**src/rtl/opsh_pkg.sv**
```systemverilog
package opsh_pkg;
  typedef enum logic [1:0] {
    SH_LSL = 2'd0,
    SH_LSR = 2'd1,
    SH_ASR = 2'd2,
    SH_ROR = 2'd3
  } sh_type_e;

  typedef enum logic [1:0] {
    FORM_IMM     = 2'd0,
    FORM_REG_IMM = 2'd1,
    FORM_REG_REG = 2'd2,
    FORM_PASS    = 2'd3
  } form_e;

  typedef enum logic [2:0] {
    K_LSL,
    K_LSR,
    K_ASR,
    K_ROR,
    K_RRX
  } kind_e;
endpackage

```
**src/rtl/opsh_decode.sv**
```systemverilog
module opsh_decode
  import opsh_pkg::*;
#(
  parameter int DATA_W  = 32,
  parameter int IMM_W   = 8,
  parameter int ROT_W   = 4,
  parameter int RSAMT_W = 8,
  parameter int SHAMT_W = $clog2(DATA_W),
  parameter int AMT_W   = $clog2(DATA_W) + 2
) (
  input  logic [1:0]         form_i,
  input  logic [1:0]         type_i,
  input  logic [IMM_W-1:0]   imm_i,
  input  logic [ROT_W-1:0]   rot_i,
  input  logic [SHAMT_W-1:0] shamt_i,
  input  logic [DATA_W-1:0]  rm_i,
  input  logic               rm_is_pc_i,
  input  logic [RSAMT_W-1:0] rs_byte_i,
  input  logic               rs_is_pc_i,
  output logic [DATA_W-1:0]  operand_o,
  output kind_e              kind_o,
  output logic [AMT_W-1:0]   amt_o
);
  localparam logic [RSAMT_W-1:0] LIM_LOG = RSAMT_W'(DATA_W + 1);
  localparam logic [RSAMT_W-1:0] LIM_ASR = RSAMT_W'(DATA_W);
  localparam logic [AMT_W-1:0]   AMT_FULL = AMT_W'(DATA_W);

  logic [DATA_W-1:0]  rm_adj;
  logic [RSAMT_W-1:0] rs_amt;
  sh_type_e           sh_type;
  form_e              form;

  assign sh_type = sh_type_e'(type_i);
  assign form    = form_e'(form_i);
  // PC reads ahead by one word in the register-amount form only
  assign rm_adj  = rm_i + ((form == FORM_REG_REG && rm_is_pc_i) ? DATA_W'(4) : '0);
  assign rs_amt  = rs_byte_i + ((form == FORM_REG_REG && rs_is_pc_i) ? RSAMT_W'(4) : '0);

  always_comb begin
    operand_o = rm_i;
    kind_o    = K_LSL;
    amt_o     = '0;
    unique case (form)
      FORM_IMM: begin
        operand_o = DATA_W'(imm_i);
        kind_o    = K_ROR;
        amt_o     = AMT_W'({rot_i, 1'b0});
      end
      FORM_REG_IMM: begin
        unique case (sh_type)
          SH_LSL: begin kind_o = K_LSL; amt_o = AMT_W'(shamt_i); end
          SH_LSR: begin kind_o = K_LSR; amt_o = (shamt_i == '0) ? AMT_FULL : AMT_W'(shamt_i); end
          SH_ASR: begin kind_o = K_ASR; amt_o = (shamt_i == '0) ? AMT_FULL : AMT_W'(shamt_i); end
          SH_ROR: begin
            kind_o = (shamt_i == '0) ? K_RRX : K_ROR;
            amt_o  = (shamt_i == '0) ? AMT_W'(1) : AMT_W'(shamt_i);
          end
        endcase
      end
      FORM_REG_REG: begin
        operand_o = rm_adj;
        unique case (sh_type)
          SH_LSL: begin kind_o = K_LSL; amt_o = AMT_W'((rs_amt > LIM_LOG) ? LIM_LOG : rs_amt); end
          SH_LSR: begin kind_o = K_LSR; amt_o = AMT_W'((rs_amt > LIM_LOG) ? LIM_LOG : rs_amt); end
          SH_ASR: begin kind_o = K_ASR; amt_o = AMT_W'((rs_amt > LIM_ASR) ? LIM_ASR : rs_amt); end
          SH_ROR: begin
            kind_o = K_ROR;
            if (rs_amt == '0)                       amt_o = '0;
            else if (rs_amt[SHAMT_W-1:0] == '0)     amt_o = AMT_FULL;
            else                                    amt_o = AMT_W'(rs_amt[SHAMT_W-1:0]);
          end
        endcase
      end
      FORM_PASS: begin
        operand_o = rm_i;
        kind_o    = K_LSL;
        amt_o     = '0;
      end
    endcase
  end
endmodule

```
**src/rtl/opsh_shift.sv**
```systemverilog
module opsh_shift
  import opsh_pkg::*;
#(
  parameter int DATA_W  = 32,
  parameter int SHAMT_W = $clog2(DATA_W),
  parameter int AMT_W   = $clog2(DATA_W) + 2
) (
  input  logic [DATA_W-1:0] operand_i,
  input  kind_e             kind_i,
  input  logic [AMT_W-1:0]  amt_i,
  input  logic              c_i,
  output logic [DATA_W-1:0] result_o,
  output logic              carry_o
);
  localparam logic [SHAMT_W:0] DW_C = (SHAMT_W+1)'(DATA_W);

  // one guard bit on the exit side catches the last bit shifted out
  logic [DATA_W:0]        lsl_w;
  logic [DATA_W:0]        lsr_w;
  logic signed [DATA_W:0] asr_w;
  logic [DATA_W-1:0]      rot_w;
  logic [SHAMT_W-1:0]     rot_s;

  assign rot_s = amt_i[SHAMT_W-1:0];
  assign lsl_w = {1'b0, operand_i} << amt_i;
  assign lsr_w = {operand_i, 1'b0} >> amt_i;
  assign asr_w = $signed({operand_i, 1'b0}) >>> amt_i;
  assign rot_w = (operand_i >> rot_s) | (operand_i << (DW_C - {1'b0, rot_s}));

  always_comb begin
    result_o = operand_i;
    carry_o  = c_i;
    if (amt_i != '0) begin
      unique case (kind_i)
        K_LSL: begin result_o = lsl_w[DATA_W-1:0]; carry_o = lsl_w[DATA_W]; end
        K_LSR: begin result_o = lsr_w[DATA_W:1];   carry_o = lsr_w[0];      end
        K_ASR: begin result_o = asr_w[DATA_W:1];   carry_o = asr_w[0];      end
        K_ROR: begin result_o = rot_w;             carry_o = rot_w[DATA_W-1]; end
        K_RRX: begin result_o = {c_i, operand_i[DATA_W-1:1]}; carry_o = operand_i[0]; end
        default: begin result_o = operand_i; carry_o = c_i; end
      endcase
    end
  end
endmodule

```
**src/rtl/opsh_top.sv**
```systemverilog
module opsh_top
  import opsh_pkg::*;
#(
  parameter int DATA_W  = 32,
  parameter int IMM_W   = 8,
  parameter int ROT_W   = 4,
  parameter int RSAMT_W = 8,
  localparam int SHAMT_W = $clog2(DATA_W),
  localparam int AMT_W   = $clog2(DATA_W) + 2
) (
  input  logic               clk_i,
  input  logic               rst_ni,
  input  logic               valid_i,
  input  logic [1:0]         form_i,
  input  logic [1:0]         type_i,
  input  logic [IMM_W-1:0]   imm_i,
  input  logic [ROT_W-1:0]   rot_i,
  input  logic [SHAMT_W-1:0] shamt_i,
  input  logic [DATA_W-1:0]  rm_i,
  input  logic               rm_is_pc_i,
  input  logic [RSAMT_W-1:0] rs_byte_i,
  input  logic               rs_is_pc_i,
  input  logic               c_i,
  output logic               valid_o,
  output logic [DATA_W-1:0]  result_o,
  output logic               carry_o
);
  logic [DATA_W-1:0] operand;
  kind_e             kind;
  logic [AMT_W-1:0]  amt;
  logic [DATA_W-1:0] sh_res;
  logic              sh_carry;

  opsh_decode #(
    .DATA_W(DATA_W), .IMM_W(IMM_W), .ROT_W(ROT_W), .RSAMT_W(RSAMT_W),
    .SHAMT_W(SHAMT_W), .AMT_W(AMT_W)
  ) u_decode (
    .form_i(form_i), .type_i(type_i), .imm_i(imm_i), .rot_i(rot_i),
    .shamt_i(shamt_i), .rm_i(rm_i), .rm_is_pc_i(rm_is_pc_i),
    .rs_byte_i(rs_byte_i), .rs_is_pc_i(rs_is_pc_i),
    .operand_o(operand), .kind_o(kind), .amt_o(amt)
  );

  opsh_shift #(
    .DATA_W(DATA_W), .SHAMT_W(SHAMT_W), .AMT_W(AMT_W)
  ) u_shift (
    .operand_i(operand), .kind_i(kind), .amt_i(amt), .c_i(c_i),
    .result_o(sh_res), .carry_o(sh_carry)
  );

  always_ff @(posedge clk_i or negedge rst_ni) begin
    if (!rst_ni) begin
      valid_o  <= 1'b0;
      result_o <= '0;
      carry_o  <= 1'b0;
    end else begin
      valid_o <= valid_i;
      if (valid_i) begin
        result_o <= sh_res;
        carry_o  <= sh_carry;
      end
    end
  end

  p_hold_r2: assert property (@(posedge clk_i) disable iff (!rst_ni)
    !valid_i |=> $stable(result_o) && $stable(carry_o));

  p_imm_norot_r3: assert property (@(posedge clk_i) disable iff (!rst_ni)
    valid_i && form_i == FORM_IMM && rot_i == '0 |=>
      result_o == DATA_W'($past(imm_i)) && carry_o == $past(c_i));

  p_lsr_zero_r5: assert property (@(posedge clk_i) disable iff (!rst_ni)
    valid_i && form_i == FORM_REG_IMM && type_i == SH_LSR && shamt_i == '0 |=>
      result_o == '0 && carry_o == $past(rm_i[DATA_W-1]));

  p_reg_zero_r7: assert property (@(posedge clk_i) disable iff (!rst_ni)
    valid_i && form_i == FORM_REG_REG && !rm_is_pc_i && !rs_is_pc_i && rs_byte_i == '0 |=>
      result_o == $past(rm_i) && carry_o == $past(c_i));

  p_log_big_r8: assert property (@(posedge clk_i) disable iff (!rst_ni)
    valid_i && form_i == FORM_REG_REG && !rs_is_pc_i && (type_i == SH_LSL || type_i == SH_LSR)
      && rs_byte_i > RSAMT_W'(DATA_W) |=> result_o == '0 && !carry_o);

  p_asr_fill_r9: assert property (@(posedge clk_i) disable iff (!rst_ni)
    valid_i && form_i == FORM_REG_REG && !rm_is_pc_i && !rs_is_pc_i && type_i == SH_ASR
      && rs_byte_i >= RSAMT_W'(DATA_W) |=>
      result_o == {DATA_W{$past(rm_i[DATA_W-1])}} && carry_o == $past(rm_i[DATA_W-1]));

  p_pass_r12: assert property (@(posedge clk_i) disable iff (!rst_ni)
    valid_i && form_i == FORM_PASS |=> result_o == $past(rm_i) && carry_o == $past(c_i));
endmodule

```
**config.mk**
```make
export PLATFORM = sky130hd
export DESIGN_NAME = opsh_top
export DESIGN_NICKNAME = d
export VERILOG_FILES = /design/src/rtl/opsh_pkg.sv /design/src/rtl/opsh_decode.sv /design/src/rtl/opsh_shift.sv /design/src/rtl/opsh_top.sv
export SDC_FILE = /design/constraint.sdc
export NUM_CORES = 1
export LEC_CHECK = 0
export ABC_AREA = 1
export BUFFER_PORTS_ARGS = -buffer_cell sky130_fd_sc_hd__buf_2
export CELL_PAD_IN_SITES_DETAIL_PLACEMENT = 1
export CELL_PAD_IN_SITES_GLOBAL_PLACEMENT = 2
export CORE_MARGIN = 4
export CORE_UTILIZATION = 30
export DETAILED_ROUTE_END_ITERATION = 12
export GPL_TIMING_DRIVEN = 0
export PLACE_DENSITY_LB_ADDON = 0.08
export SETUP_SLACK_MARGIN = 0.2
export SYNTH_ARGS = -nofsm -noshare
export SYNTH_HDL_FRONTEND = slang
export SYNTH_SLANG_ARGS = --single-unit
```
**constraint.sdc**
```tcl
create_clock -name clk_i -period 0.8 [get_ports clk_i]
set_input_delay 0.16 -clock clk_i [delete_from_list [all_inputs] [get_ports clk_i]]
set_output_delay 0.16 -clock clk_i [all_outputs]
set_load 0.05 [all_outputs]
```
==> run_results.csv, run 1 <==
group,metric,value,unit
sta,rsz0062_at_grt,"true",
sta,period_needed,3.78,ns
worst_setup_path,cp_common_cell,"nand2_1",
route,route.detailed.drc,0,
floorplan,core_area,31500,sq um
worst_setup_path,crit_type,"in -> reg",
layout,nNetsFinal,2162,
synthesis,seq_area_frac_synth,8.92,%
cts,cts_buffers,5,
grt,grt_max_degree,35,
placement,port_buffers,99,
sta,setup_violations,67,
sta,setup_slack,-2.98,ns
grt,gr-usage-all-layers,41.9,%
synthesis,ys_top_cells_by_count,"nand2_1, nand3_1, inv_1",
worst_setup_path,critical_path.max_stage_delay,0.31,ns
route,ant_nets,0,
layout,multi_input_area,9770,sq um
floorplan,die_width,186,microns
synthesis,synth_flop_cell,"dfrtp_1",
worst_setup_path,reg2reg_slack,-0.03,ns
sta,tightest_slew,1.44,ns
layout,fillers,4187,
sta,max_freq,265,MHz
worst_setup_path,path_max_fanout,10,
synthesis,yosys-top-cells-area,"nand2_1, nand3_1, dfrtp_1",
synthesis,syn-num-nets,1951,
sta,clock_skew,0,ns
worst_setup_path,crit_cells,29,
floorplan,num_rows,65,
floorplan,fp.dieH,186,microns
route,first_pass_iters,7,
worst_setup_path,cpMaxStageDelayCell,"o211ai_1",
sta,final_hold_viol_count,34,
grt,grt_remaining_overflow,0,
synthesis,yosysTopAreaCellShare,26.7,%
synthesis,yosys_warnings,0,
sta,relSlewSlack,2.65,%
layout,regArea,892,sq um
synthesis,netlist_area,9540,sq um
cts,worstSkewPairLatency,0.28,ns
placement,post-dp-hpwl,59.3,mm
route,drt_wl_total,78.2,mm
sta,whs,-0.138,ns
outcome,status,"finished with violations",
hold_path,hp-class,"in -> async",
grt,antenna_found_initial,3,
synthesis,synth_async_sr_flop_share,100,%
synthesis,synth.avg_cell_area,5.09,sq um
synthesis,synth_edf_count,0,
layout,fin_cells,2492,
layout,area_delta_synth_final,54.0,%
cts,htreeDepth,2,
worst_setup_path,r2r_end,"result_o[18]",
pwr,ir_worst_vdd,2330,uV
worst_setup_path,critPathBufInv,7,
floorplan,dieArea,34700,sq um
floorplan,start_util,30.3,%
cts,cts.sinks,34,
synthesis,ys_ff_latch,34,
cts,path_clk_slew,0.06,ns
worst_setup_path,rr_worst_depth,3,
cts,clockRootBuffer,"clkbuf_16",
worst_setup_path,critPathLaunchType,"input port",
grt,grt_pass1_wl,109,mm
placement,gp_congestion,1.11,
worst_setup_path,reg2reg_from,"result_o[18]",
sta,finalCritPeriodShare,472,%
sta,slew_viol_final,0,
worst_setup_path,cp_data_required_time,0.96,ns
placement,dp_cells,2376,
pwr,p_leak,6.84,nW
floorplan,io_pins,101,
route,viasPerCell,6.31,
outcome,violations,"hold timing, setup timing",
grt,grt_pass1_vias,15700,
run,cap_viol_max_count,0,
worst_setup_path,cp-end-kind,"flip-flop",
pwr,p_per_area,1970,nW/um^2
route,routed-via-count,15700,
route,routedWlPerCell,31.4,microns
synthesis,synth.most_common_cell,"nand2_1",
route,drtIter0Drc,1630,
cts,clockBufferDepth,2,
cts,cts_tree,"yes",
worst_setup_path,crit_family,"simple AND/OR/NAND/NOR gates",
synthesis,ys_types,56,
layout,drive_gt1_share,38.3,%
worst_setup_path,cp.arrival,3.94,ns
synthesis,yosysTopAreaCell,"nand2_1",
synthesis,synth_cells,1875,
[power by group]
group / internal (mW) / leakage (nW) / switching (mW)
combinational: 7.52 / 6.36 / 16.1
sequential: 2.26 / 0.384 / 0.432
clock: 1.87 / 0.0971 / 0.756
[what timing repair did]
item	in CTS	in global routing
gates cloned	3	1
resized for setup	494	204
setup endpoints to repair	67	100
hold endpoints to repair	34	34
setup buffers	64	37
pin swaps	115	130
[how the worst max path moves through the flow]
| stage | from | end | slack [ns] |
|---|---|---|---|
| finish | form_i[1] | result_o[13] | -2.98 |
| global route | form_i[1] | result_o[27] | -3.08 |
| CTS | form_i[0] | result_o[10] | -2.80 |
| detailed placement | form_i[1] | result_o[10] | -4.44 |
| global placement | form_i[1] | result_o[21] | -4.28 |
| floorplan | form_i[0] | result_o[31] | -2.78 |
[cell families after synthesis]
logic type | share of synthesized area, %
simple gates | 56.2
flops | 8.92
xor+xnor | 0.931
compound gates | 20.5
buf+inv | 12.3
fa+ha+maj | 1.18
[stage by stage]
stage	instance area (sq um)	total power, mW	utilization (%)	setup TNS, ns	worst slack (ns)
finish	14700	28.9	46.7	-99.81	-2.98
global route	14700	29.7	46.6	-104.65	-3.08
CTS	13600	25.8	43.3	-94.88	-2.80
detailed placement	10900	19.0	34.7	-137.01	-4.44
global placement	10900	18.9	34.7	-133.12	-4.28
floorplan	9910	12.6	-	-89.98	-2.78
[cell type report]
type,instances,share of cell area [%]
Multi-Input combinational cell,1578,66.5
Timing Repair Buffer,204,11.8
Buffer,108,6.34
Sequential cell,34,6.07
Inverter,155,4.45
Tap cell,402,3.42
Clock buffer,6,0.946
Clock inverter,2,0.409
Antenna cell,3,0.0511
[placed cells by master (no fill, tap or decap), types with 22 or more instances in the layout]
cell,n
dfrtp_2,33
nand3_4,38
inv_1,106
a21oi_1,71
nand2_1,535
o21ai_2,38
o21ai_4,22
inv_2,35
o21ai_0,41
nand3_2,56
nand2_2,125
buf_2,84
o211ai_1,45
nand2_4,36
o21ai_1,47
buf_6,60
nand3_1,235
nor2_1,90
buf_4,99
[layer usage]
metal / vias to the layer above / wire, microns / track usage [%]
li1: 6675 / - / -
met1: 7693 / 29900 / 52.3
met2: 1038 / 33300 / 64.9
met3: 312 / 8430 / 10.3
met4: 0 / 6600 / 26.2
met5: - / 0 / 0
[state kept, by name, indices dropped and copies added (netlist names)]
register,flops
carry_o,1
result_o,32
valid_o,1
No activity file was read; power rests on OpenSTA's default activity.
==> run 2, diff against run 1 <==
==> constraint.sdc (replaced) <==
create_clock -name clk_i -period 0.8 [get_ports clk_i]
set_input_delay 0.08 -clock clk_i [delete_from_list [all_inputs] [get_ports clk_i]]
set_output_delay 0.08 -clock clk_i [all_outputs]
set_load 0.05 [all_outputs]
==> run_results.csv, run 2 (same netlist as run 1, synthesis figures left out) <==
group,metric,value,unit
outcome,violations,"hold timing, setup timing",
cts,clockBufferDepth,2,
floorplan,core_area,31500,sq um
placement,pre_cts_slack,-4.36,ns
sta,relSlewSlack,9.89,%
sta,whs,-0.131,ns
route,top_layer,"met4",
layout,fin_cells,2490,
placement,post-dp-hpwl,59.3,mm
worst_setup_path,crit_type,"in -> reg",
route,ant_nets,0,
grt,grt_pass1_vias,15700,
sta,rsz0062_at_grt,"true",
floorplan,num_rows,65,
pwr,p_leak,6.82,nW
outcome,status,"finished with violations",
route,wl_met1,29.9,mm
floorplan,io_pins,101,
cts,cts.sinks,34,
sta,setup_tns,-93.96,ns
layout,drive_gt1_share,38.5,%
grt,grt_max_degree,35,
route,route.detailed.drc,0,
grt,grt_pass1_wl,109,mm
route,drt_wl_total,77.9,mm
route,met2_length,32.8,mm
cts,worstSkewPairLatency,0.28,ns
route,viasPerCell,6.29,
grt,gr-usage-all-layers,41.8,%
layout,layout_commonest_cell,"nand2_1",
cts,htreeDepth,2,
layout,regMostFlops,"result_o",
layout,final_cell_mix,"nand2_1, nand3_1, nand2_2, inv_1, buf_4",
cts,hold_buffers,1,
placement,gp_congestion,1.11,
placement,port_buffers,99,
worst_setup_path,critPathLaunchType,"input port",
route,first_pass_iters,6,
route,routedWlPerCell,31.3,microns
worst_setup_path,path_max_fanout,7,
sta,setup_violations,67,
pwr,p_per_area,1960,nW/um^2
worst_setup_path,cp-end-kind,"flip-flop",
cts,cts_tree,"yes",
layout,fillers,4206,
layout,reg_top3,"result_o: 32 flops, carry_o: 1 flops, valid_o: 1 flops",
hold_path,hp-class,"in -> async",
sta,max_freq,273,MHz
pwr,total_power,28.7,mW
route,met3_length,8.25,mm
floorplan,die_width,186,microns
worst_setup_path,critical_path.max_stage_delay,0.30,ns
run,cap_viol_max_count,0,
sta,clock_skew,0,ns
sta,slew_viol_final,0,
sta,setup_slack,-2.86,ns
grt,antenna_found_initial,3,
layout,final_area,14600,sq um
cts,clockRootBuffer,"clkbuf_16",
sta,final_hold_viol_count,34,
worst_setup_path,cpMaxStageDelayCell,"nand4_1",
cts,cts_buffers,5,
floorplan,fp.dieH,186,microns
cts,path_clk_slew,0.05,ns
sta,finalCritPeriodShare,458,%
worst_setup_path,cp_data_required_time,0.96,ns
grt,grt_remaining_overflow,0,
worst_setup_path,cp.arrival,3.82,ns
floorplan,dieArea,34700,sq um
layout,largest_reg_flops,32,
placement,dp_cells,2376,
layout,area_delta_synth_final,53.3,%
sta,period_needed,3.66,ns
pwr,ir_worst_vdd,2360,uV
route,drtIter0Drc,1575,
worst_setup_path,rr_worst_depth,3,
layout,nNetsFinal,2161,
placement,place_area,10900,sq um
sta,tightest_slew,1.34,ns
route,routed-via-count,15700,
floorplan,start_util,30.3,%
layout,utilization,46.5,%
==> run 2: changes by cell type in the layout (fill, tap and decap cells not counted), sizes merged <==
cell / before / now
buf: 271 / 269
clkbuf: 47 / 46
diode: 3 / 2
dlygate4sd3: 0 / 1
inv: 152 / 153
==> run 2: what timing repair did <==
action	4_1_cts	5_1_grt
cloned	3	2
hold endpoints to repair	35	34
gates resized for setup	494	192
pin swaps	115	123
setup buffers	64	34
setup endpoints to repair	67	67
==> run 2: power by group <==
part           switching [mW]  internal [mW]
Sequential              0.418           2.26
Clock                   0.754           1.87
Combinational            16.0           7.41
Total                    17.2           11.5
==> run 2: final timing paths <==
| check | endpoint | from | slack [ns] |
|---|---|---|---|
| max | result_o[13] | form_i[1] | -2.86 |
| min | result_o[19] | rst_ni | -0.13 |
| max reg2reg | result_o[29] | result_o[29] | -0.07 |
| min reg2reg | result_o[12] | result_o[12] | 0.51 |
| max in group asynchronous | result_o[11] | rst_ni | 0.40 |
| min in group clk_i | carry_o | c_i | 0.24 |
==> run 2: layout make-up <==
class / count / area [sq um] / share of cell area (%)
repair inverters: 1 / 11.3 / 0.0770
multi-input cells: 1578 / 9780 / 66.9
clock inverters: 2 / 60.1 / 0.411
well taps: 402 / 503 / 3.44
flip-flops and latches: 34 / 892 / 6.10
diodes: 2 / 5.00 / 0.0342
clock buffers: 6 / 139 / 0.950
repair buffers: 202 / 1660 / 11.4
inverters: 155 / 651 / 4.45
plain buffers: 108 / 922 / 6.31
==> run 2: layer usage <==
metal | GRT usage (%) | up-vias
met5 | 0 | -
met2 | 64.7 | 999
met3 | 10.3 | 345
met4 | 26.5 | 0
li1 | - | 6679
met1 | 52.2 | 7636
==> run 2: worst max-delay path: cells and delay by family <==
kind	cells	cell delay (ns)
adders and majority gates	3	0.62
AOI/OAI and AO/OA	2	0.34
and+or+nand+nor	17	1.94
buffers and inverters	8	0.83
